File: config.mk
export PLATFORM = sky130hd
export DESIGN_NAME = systimer_modectl
export DESIGN_NICKNAME = d
export VERILOG_FILES = /design/src/rtl/systimer_pkg.sv /design/src/rtl/systimer_dp.sv /design/src/rtl/systimer_ctrl.sv /design/src/rtl/systimer_modectl.sv
export SDC_FILE = /design/constraint.sdc
export NUM_CORES = 1
export LEC_CHECK = 0
export ABC_AREA = 0
export BUFFER_PORTS_ARGS = -buffer_cell sky130_fd_sc_hd__buf_2
export CORE_MARGIN = 10
export CORE_UTILIZATION = 57
export CTS_BUF_LIST = sky130_fd_sc_hd__clkbuf_4 sky130_fd_sc_hd__clkbuf_8
export DETAILED_ROUTE_END_ITERATION = 12
export GPL_TIMING_DRIVEN = 0
export PLACE_DENSITY_LB_ADDON = 0.25
export SETUP_SLACK_MARGIN = 0.5
export SYNTH_ARGS = -nofsm -noshare
export SYNTH_HDL_FRONTEND = slang
export SYNTH_SLANG_ARGS = --single-unit
File: constraint.sdc
create_clock -name clk -period 2.9 [get_ports clk]
set_input_delay 0.29 -clock clk [delete_from_list [all_inputs] [get_ports clk]]
set_output_delay 0.29 -clock clk [all_outputs]
set_load 0.03 [all_outputs]
File: src/rtl/systimer_pkg.sv
package systimer_pkg;
  localparam int DATA_W = 32;
  localparam int ADDR_W = 3;

  localparam logic [ADDR_W-1:0] IDX_LIMIT = 3'd0;
  localparam logic [ADDR_W-1:0] IDX_COUNT = 3'd1;
  localparam logic [ADDR_W-1:0] IDX_NORST = 3'd2;
  localparam logic [ADDR_W-1:0] IDX_RUN   = 3'd3;
  localparam logic [ADDR_W-1:0] IDX_MODE  = 3'd4;

  // Strobes from control to datapath
  typedef struct packed {
    logic limitWr;   // resetting limit write
    logic noRstWr;   // non-resetting limit write
    logic limitRd;   // limit read (acknowledge)
  } tmrStrobe_t;
endpackage

File: src/rtl/systimer_dp.sv
module systimer_dp
  import systimer_pkg::*;
#(
  parameter int CNT_W = 22
) (
  input  logic             clk,
  input  logic             rst,
  input  logic             tick,
  input  tmrStrobe_t       st,
  input  logic [CNT_W-1:0] limitIn,
  output logic [CNT_W-1:0] countQ,
  output logic [CNT_W-1:0] limitQ,
  output logic             reachedQ,
  output logic             irqQ
);
  logic [CNT_W-1:0] countInc;
  logic [CNT_W-1:0] limitNew;
  logic             wrapHit;

  assign countInc = countQ + 1'b1;
  assign wrapHit  = tick && (countInc == limitQ);
  assign limitNew = (limitIn == '0) ? '1 : limitIn;

  always_ff @(posedge clk) begin
    if (rst) begin
      countQ   <= '0;
      limitQ   <= '1;
      reachedQ <= 1'b0;
      irqQ     <= 1'b0;
    end else if (st.limitWr) begin
      limitQ <= limitNew;
      countQ <= '0;
      irqQ   <= 1'b0;
    end else begin
      if (st.noRstWr) limitQ <= limitNew;
      if (tick) countQ <= wrapHit ? '0 : countInc;
      if (wrapHit) begin
        reachedQ <= 1'b1;
        irqQ     <= 1'b1;
      end else if (st.limitRd) begin
        reachedQ <= 1'b0;
        irqQ     <= 1'b0;
      end
    end
  end
endmodule

File: src/rtl/systimer_ctrl.sv
module systimer_ctrl
  import systimer_pkg::*;
#(
  parameter int N_CPU   = 4,
  parameter int CNT_W   = 22,
  parameter int CNT_LSB = 9
) (
  input  logic              clk,
  input  logic              rst,
  input  logic              wrEn,
  input  logic              rdEn,
  input  logic [ADDR_W-1:0] addr,
  input  logic [N_CPU-1:0]  modeIn,
  input  logic [CNT_W-1:0]  countQ,
  input  logic [CNT_W-1:0]  limitQ,
  input  logic              reachedQ,
  output tmrStrobe_t        st,
  output logic [DATA_W-1:0] rdData,
  output logic [N_CPU-1:0]  cpuMode,
  output logic [N_CPU-1:0]  cpuClear,
  output logic [N_CPU-1:0]  cpuRestart
);
  logic              modeWr;
  logic [DATA_W-1:0] rdNext;

  assign st.limitWr = wrEn && (addr == IDX_LIMIT);
  assign st.noRstWr = wrEn && (addr == IDX_NORST);
  assign st.limitRd = rdEn && (addr == IDX_LIMIT);
  assign modeWr     = wrEn && (addr == IDX_MODE);

  always_comb begin
    rdNext = '0;
    case (addr)
      IDX_LIMIT: rdNext[CNT_LSB +: CNT_W] = limitQ;
      IDX_COUNT: begin
        rdNext[CNT_LSB +: CNT_W] = countQ;
        rdNext[DATA_W-1]         = reachedQ;
      end
      IDX_MODE:  rdNext[N_CPU-1:0] = cpuMode;
      default:   rdNext = '0;
    endcase
  end

  always_ff @(posedge clk) begin
    if (rst) begin
      rdData     <= '0;
      cpuMode    <= '0;
      cpuClear   <= '0;
      cpuRestart <= '0;
    end else begin
      if (rdEn) rdData <= rdNext;
      cpuClear   <= modeWr ? modeIn : '0;
      cpuRestart <= modeWr ? (modeIn ^ cpuMode) : '0;
      if (modeWr) cpuMode <= modeIn;
    end
  end
endmodule

File: src/rtl/systimer_modectl.sv
module systimer_modectl
  import systimer_pkg::*;
#(
  parameter int N_CPU   = 4,
  parameter int CNT_W   = 22,
  parameter int CNT_LSB = 9
) (
  input  logic              clk,
  input  logic              rst,
  input  logic              tick,
  input  logic              wrEn,
  input  logic              rdEn,
  input  logic [ADDR_W-1:0] addr,
  input  logic [DATA_W-1:0] wrData,
  output logic [DATA_W-1:0] rdData,
  output logic              sysIrq,
  output logic [N_CPU-1:0]  cpuMode,
  output logic [N_CPU-1:0]  cpuClear,
  output logic [N_CPU-1:0]  cpuRestart
);
  tmrStrobe_t       st;
  logic [CNT_W-1:0] countQ;
  logic [CNT_W-1:0] limitQ;
  logic             reachedQ;

  systimer_ctrl #(.N_CPU(N_CPU), .CNT_W(CNT_W), .CNT_LSB(CNT_LSB)) uCtrl (
    .clk(clk), .rst(rst), .wrEn(wrEn), .rdEn(rdEn), .addr(addr),
    .modeIn(wrData[N_CPU-1:0]), .countQ(countQ), .limitQ(limitQ),
    .reachedQ(reachedQ), .st(st), .rdData(rdData), .cpuMode(cpuMode),
    .cpuClear(cpuClear), .cpuRestart(cpuRestart)
  );

  systimer_dp #(.CNT_W(CNT_W)) uDp (
    .clk(clk), .rst(rst), .tick(tick), .st(st),
    .limitIn(wrData[CNT_LSB +: CNT_W]), .countQ(countQ), .limitQ(limitQ),
    .reachedQ(reachedQ), .irqQ(sysIrq)
  );
endmodule

* Yosys cells after proc, flatten, opt, wreduce, memory -nomap -nowiden
Cells that the tools add are included.
Word-level totals: memories kept 0, memory bits (writable) 0, output and inout bits 45, flip-flop bits (word level) 85, logic and storage cells 37, memory bits (read-only) 0, bits in latches 0, bits of input ports 40
Operators by class: bitwise logic cells 3, add/sub/neg operators 1, shift-type cells 0, order comparisons 0, equality and inequality tests 4, reduce and logical (&&, ||, !) cells 12, div/mod/pow operators 0, multipliers 0, mux-type cells 9
Operators by type and width (count):
- two-way mux 22 bit | 4
- one-hot mux 22 bit (2 select lines) | 1
- adder 22 x 1 -> 22 bit, second input constant | 1
- == test 22 bit | 1
- logical NOT 22 bit | 1
- logical AND 1 bit | 5
- two-way mux 4 bit | 1
- nonzero test 2 bit | 2
- OR reduction 2 bit | 2
- XOR 4 bit | 1
- == test 3 x 1 -> 1 bit, second input constant | 1
- == test 3 x 2 -> 1 bit, second input constant | 1
- == test 3 bit, second input constant | 1
- logical NOT 3 bit | 1
- two-way mux 1 bit | 3
- NOT 1 bit | 2
- AND reduction 2 bit | 1

* Depth between registers and ports, before layout
depth after elaboration 5, mapped depth 11, mapped depth without buffers 8

* Hierarchy
From an unflattened synthesis, not the netlist that was laid out.
Second synthesis, totals: cell total of the unflattened synthesis 443, area total of the unflattened synthesis 4121.5 um2
Modules (own cells, without submodules):
- systimer_dp | cells an instance 298, area an instance 2560.0 um2, sequential area each 920.9 um2, times used 1
- systimer_ctrl | cells an instance 145, area an instance 1561.5 um2, sequential area each 780.7 um2, times used 1

* Worst setup path before layout
OpenSTA, ideal clock, no wires.
path kind flip-flop to flip-flop, from register uDp.countQ[1], to register uDp.countQ[0], buffers on the path 2, setup slack 0.462 ns, clock period less this slack 2.438 ns, setup time 0.132 ns, arrival time 2.306 ns, required time 2.768 ns, cell stages (with the launch flop) 11, path through dfxtp_1 ha_1 nand3_1 buf_2 nor2_1 xnor2_1 a22oi_1 or4_4 buf_6 o311ai_1 a21oi_1
On the way: word-level cells in the longest chain between the ends 4
Ends and longest elaborated chain:
- start, declared | line systimer_dp.sv:11 | output logic [CNT_W-1:0] countQ,
- start signal, assigned | line systimer_dp.sv:36 | if (tick) countQ <= wrapHit ? '0 : countInc;
- adder 22 x 1 -> 22 bit | line systimer_dp.sv:20 | assign countInc = countQ + 1'b1;
- == test 22 bit | line systimer_dp.sv:21 | assign wrapHit = tick && (countInc == limitQ);
- logical AND 1 bit | line systimer_dp.sv:21
- two-way mux 22 bit | line systimer_dp.sv:36
Every way passes these cells. A chain may end at the register's enable or synchronous reset.

* Final worst setup path
Ends and elaborated chain as after synthesis.

==> impl_metrics.csv <==
group,metric,value,unit
global_route,grt_max_degree,17,
sta,setup_tns,0,ns
clock_tree,clk_latency,0.38,ns
clock_tree,clockBufferDepth,2,
flow_run,drv_cap,0,
critical_path,r2r_slack,0.17,ns
sta,finalClockSkew,0.01602,ns
logic_synthesis,synth_top_family_by_area,"simple AND/OR/NAND/NOR gates",
floorplan,initial_utilization,0.5889,
critical_path,reg2reg_to,"uDp.countQ[0]",
sta,report.final.setup_viol,0,
logic_synthesis,synthTopCellsByArea,"dfxtp_1, nand2b_1, a222oi_1",
drt,wl_per_cell,20.91,um
floorplan,die_h,106.6,um
placement,dpl-instance-area,4788,um^2
cells_and_area,areaGrowthSynthToFinish,26.80,%
floorplan,die_area,11360,um^2
clock_tree,cts_tree,"done",
cells_and_area,final_core_util,0.7468,
power_and_ir_drop,p_leak,2.135,nW
floorplan,rows,31,
logic_synthesis,synthSimpleGateAreaFrac,0.2475,
clock_tree,numCtsBuffers,9,
floorplan,ios,85,
critical_path,crit_arrival,2.97,ns
logic_synthesis,synthAdderAreaFrac,0.002929,
drt,totalWireLength,14580,um
logic_synthesis,synth_xor_area_frac,0.07996,
clock_tree,cts_sinks,85,
critical_path,rr_startpoint,"uDp.countQ[1]",
clock_tree,cts_root_buffer,"clkbuf_8",
sta,fmax,365.7,MHz
sta,fin_crit,2.735,ns
drt,vias_per_cell,6.534,
sta,whs,0.1443,ns
logic_synthesis,syn_area_per_cell,8.862,um^2
logic_synthesis,ys_warn_count,0,
placement,numPortBuffers,72,
critical_path,cp-end-kind,"register",
clock_tree,hold_buffers,0,
critical_path,critical-path-max-stage-delay,0.59,ns
drt,vias,4554,
cells_and_area,drive_above_1_share,0.2943,
sta,slew_viol_final,0,
global_route,grt-ovfl-total,0,
logic_synthesis,synth_top_area_frac,0.3984,
logic_synthesis,ys.flop_type,"dfxtp_1",
cells_and_area,layout_common_cells,"dfxtp_1, buf_2, nor2_1",
logic_synthesis,syn-cell-area,4272,um^2
logic_synthesis,synthCells,482,
power_and_ir_drop,power,2.255,mW
placement,place.detailed.hpwl,9567,um
cells_and_area,final_common_cell,"dfxtp_1",
drt,drt_iter0_markers,570,
hold_path,hold_class,"in2reg",
global_route,track_usage,0.2381,
logic_synthesis,synth_largest_area_cell,"dfxtp_1",
cells_and_area,antenna_cells,0,
logic_synthesis,yosysUniqueCellTypes,56,
critical_path,critPathRequiredTime,3.14,ns
global_route,grt_pass1_wl,21960,um
global_route,grt_pass1_vias,4376,
critical_path,ff2ff_path_depth,10,
critical_path,cp_cell_sequence,"buf_6 -> nand4_1 -> nor3_4 -> buf_6 -> and3_4 -> xnor2_2 -> or4_4 -> buf_6 -> o311ai_2 -> a21oi_1",
logic_synthesis,synth-compound-area-share,0.1924,
drt,first_pass_iters,6,
logic_synthesis,ys_seq_area_frac,0.3984,
logic_synthesis,ys_ff_latch,85,
cells_and_area,finalInstanceArea,5416,um^2
logic_synthesis,async_flop_share,0,
critical_path,crit_top_cell,"buf_6",
drt,ant_nets,0,
logic_synthesis,synth-edff-count,0,
critical_path,cp_slowest_cell,"or4_4",
clock_tree,clkSlewWorstSetupHoldPaths,0.09,ns
drt,drc,0,
logic_synthesis,muxShareOfSynthArea,0.01640,
run_status,status,"finished clean",
sta,relSlewSlack,0.4472,
placement,gp_congestion,0.9461,
sta,fin_crit_sh,0.9429,
critical_path,cp-start-kind,"register",
critical_path,cp-startpoint,"uDp.countQ[1]",
clock_tree,cts_max_level,3,
power_and_ir_drop,powerDensity,416.4,nW/um^2
floorplan,core,7253,um^2
global_route,antenna_found_initial,0,
sta,rsz0062_at_grt,"true",
critical_path,path_max_fanout,10,
power_and_ir_drop,ir_drop,320.9,uV
sta,hold_viol_final,0,
cells_and_area,nets,634,
critical_path,endpoint,"uDp.countQ[0]",
sta,tightest_slew,0.8185,ns
floorplan,die_x,106.6,um
critical_path,path_class,"reg2reg",
[worst max-delay path, delay by kind of cell (launching register included)]
family	cells	cell delay (ns)
AOI/OAI and AO/OA	2	0.37
xor gates and xnor gates	1	0.08
buffers and inverters	3	0.46
DFF	1	0.38
and+or+nand+nor	4	1.28
[synthesized netlist by cell type (6+ instances only)]
cell,count
inv_1,9
a222oi_1,22
xnor2_1,20
a21oi_1,11
buf_2,9
nor3_1,19
buf_4,8
and3_1,7
nor2_1,41
nand2_1,14
nand2b_1,38
nor3b_1,9
mux2i_1,7
a31oi_1,7
nand4_1,13
nand3_1,13
xor2_1,19
o22ai_1,23
and2_1,8
dfxtp_1,85
nor4_1,8
clkbuf_1,30
o31ai_1,6
[worst min path at each step]
stage | start | end | cells past startpoint
after detailed placement | uCtrl.rdData[1] | uCtrl.rdData[1] | 1
final | wrData[26] | uDp.limitQ[17] | 3
after global placement | uCtrl.rdData[3] | uCtrl.rdData[3] | 1
after CTS | wrData[26] | uDp.limitQ[17] | 3
after floorplan | wrData[0] | uCtrl.cpuClear[0] | 1
after global routing | wrData[26] | uDp.limitQ[17] | 3
[flip-flops by register name (all words and copies together), names as in the netlist]
register,count
uCtrl.cpuClear,4
uCtrl.cpuMode,4
uCtrl.cpuRestart,4
uCtrl.rdData,27
uDp.countQ,22
uDp.irqQ,1
uDp.limitQ,22
uDp.reachedQ,1
[timing repair]
action,in CTS,in global routing
pin swaps,16,9
resized for setup,50,22
setup endpoints to repair,24,24
gates cloned,1,0
hold endpoints to repair,0,0
buffers inserted,21,2
[cell type report]
class	instances	area, um^2
buffer	48	287.8
sequential	85	1719
fill	530	1837
clock inverter	7	61.31
multi-input combinational	344	2507
inverter	9	33.78
clock buffer	9	123.9
tap	99	123.9
timing repair buffer	96	559.3
[metrics by stage]
stage | instances | setup slack [ns]
5_1_grt | 697 | 0.07641
2_1_floorplan | 486 | 0.5057
4_1_cts | 695 | 0.3577
6_report | 697 | 0.1655
3_3_place_gp | 657 | -0.01586
3_5_place_dp | 657 | -0.02439
[layer usage]
metal  vias up  part of all wire  track usage
met4         0             0.050       0.1412
met5         -                 0            0
met1      2154              0.38       0.2832
li1       1999                 -            -
met3        77             0.099      0.04790
met2       324              0.48       0.3898
[report_power, final]
part	internal [mW]	leakage [nW]	total, mW	switching (mW)
clock	0.321	0.0846	0.810	0.489
sequential	1.19	0.694	1.21	0.0241
combinational	0.0921	1.36	0.234	0.142
total	1.60	2.13	2.26	0.655
[cell families after synthesis]
family,count (synthesis)
flip-flops,85
AO/OA/AOI/OAI,106
adder cells (fa/ha/maj),1
AND/OR/NAND/NOR,186
multiplexers,7
other,1
XOR/XNOR,39
buffers and inverters,57
(Power assumes the default switching activity.)
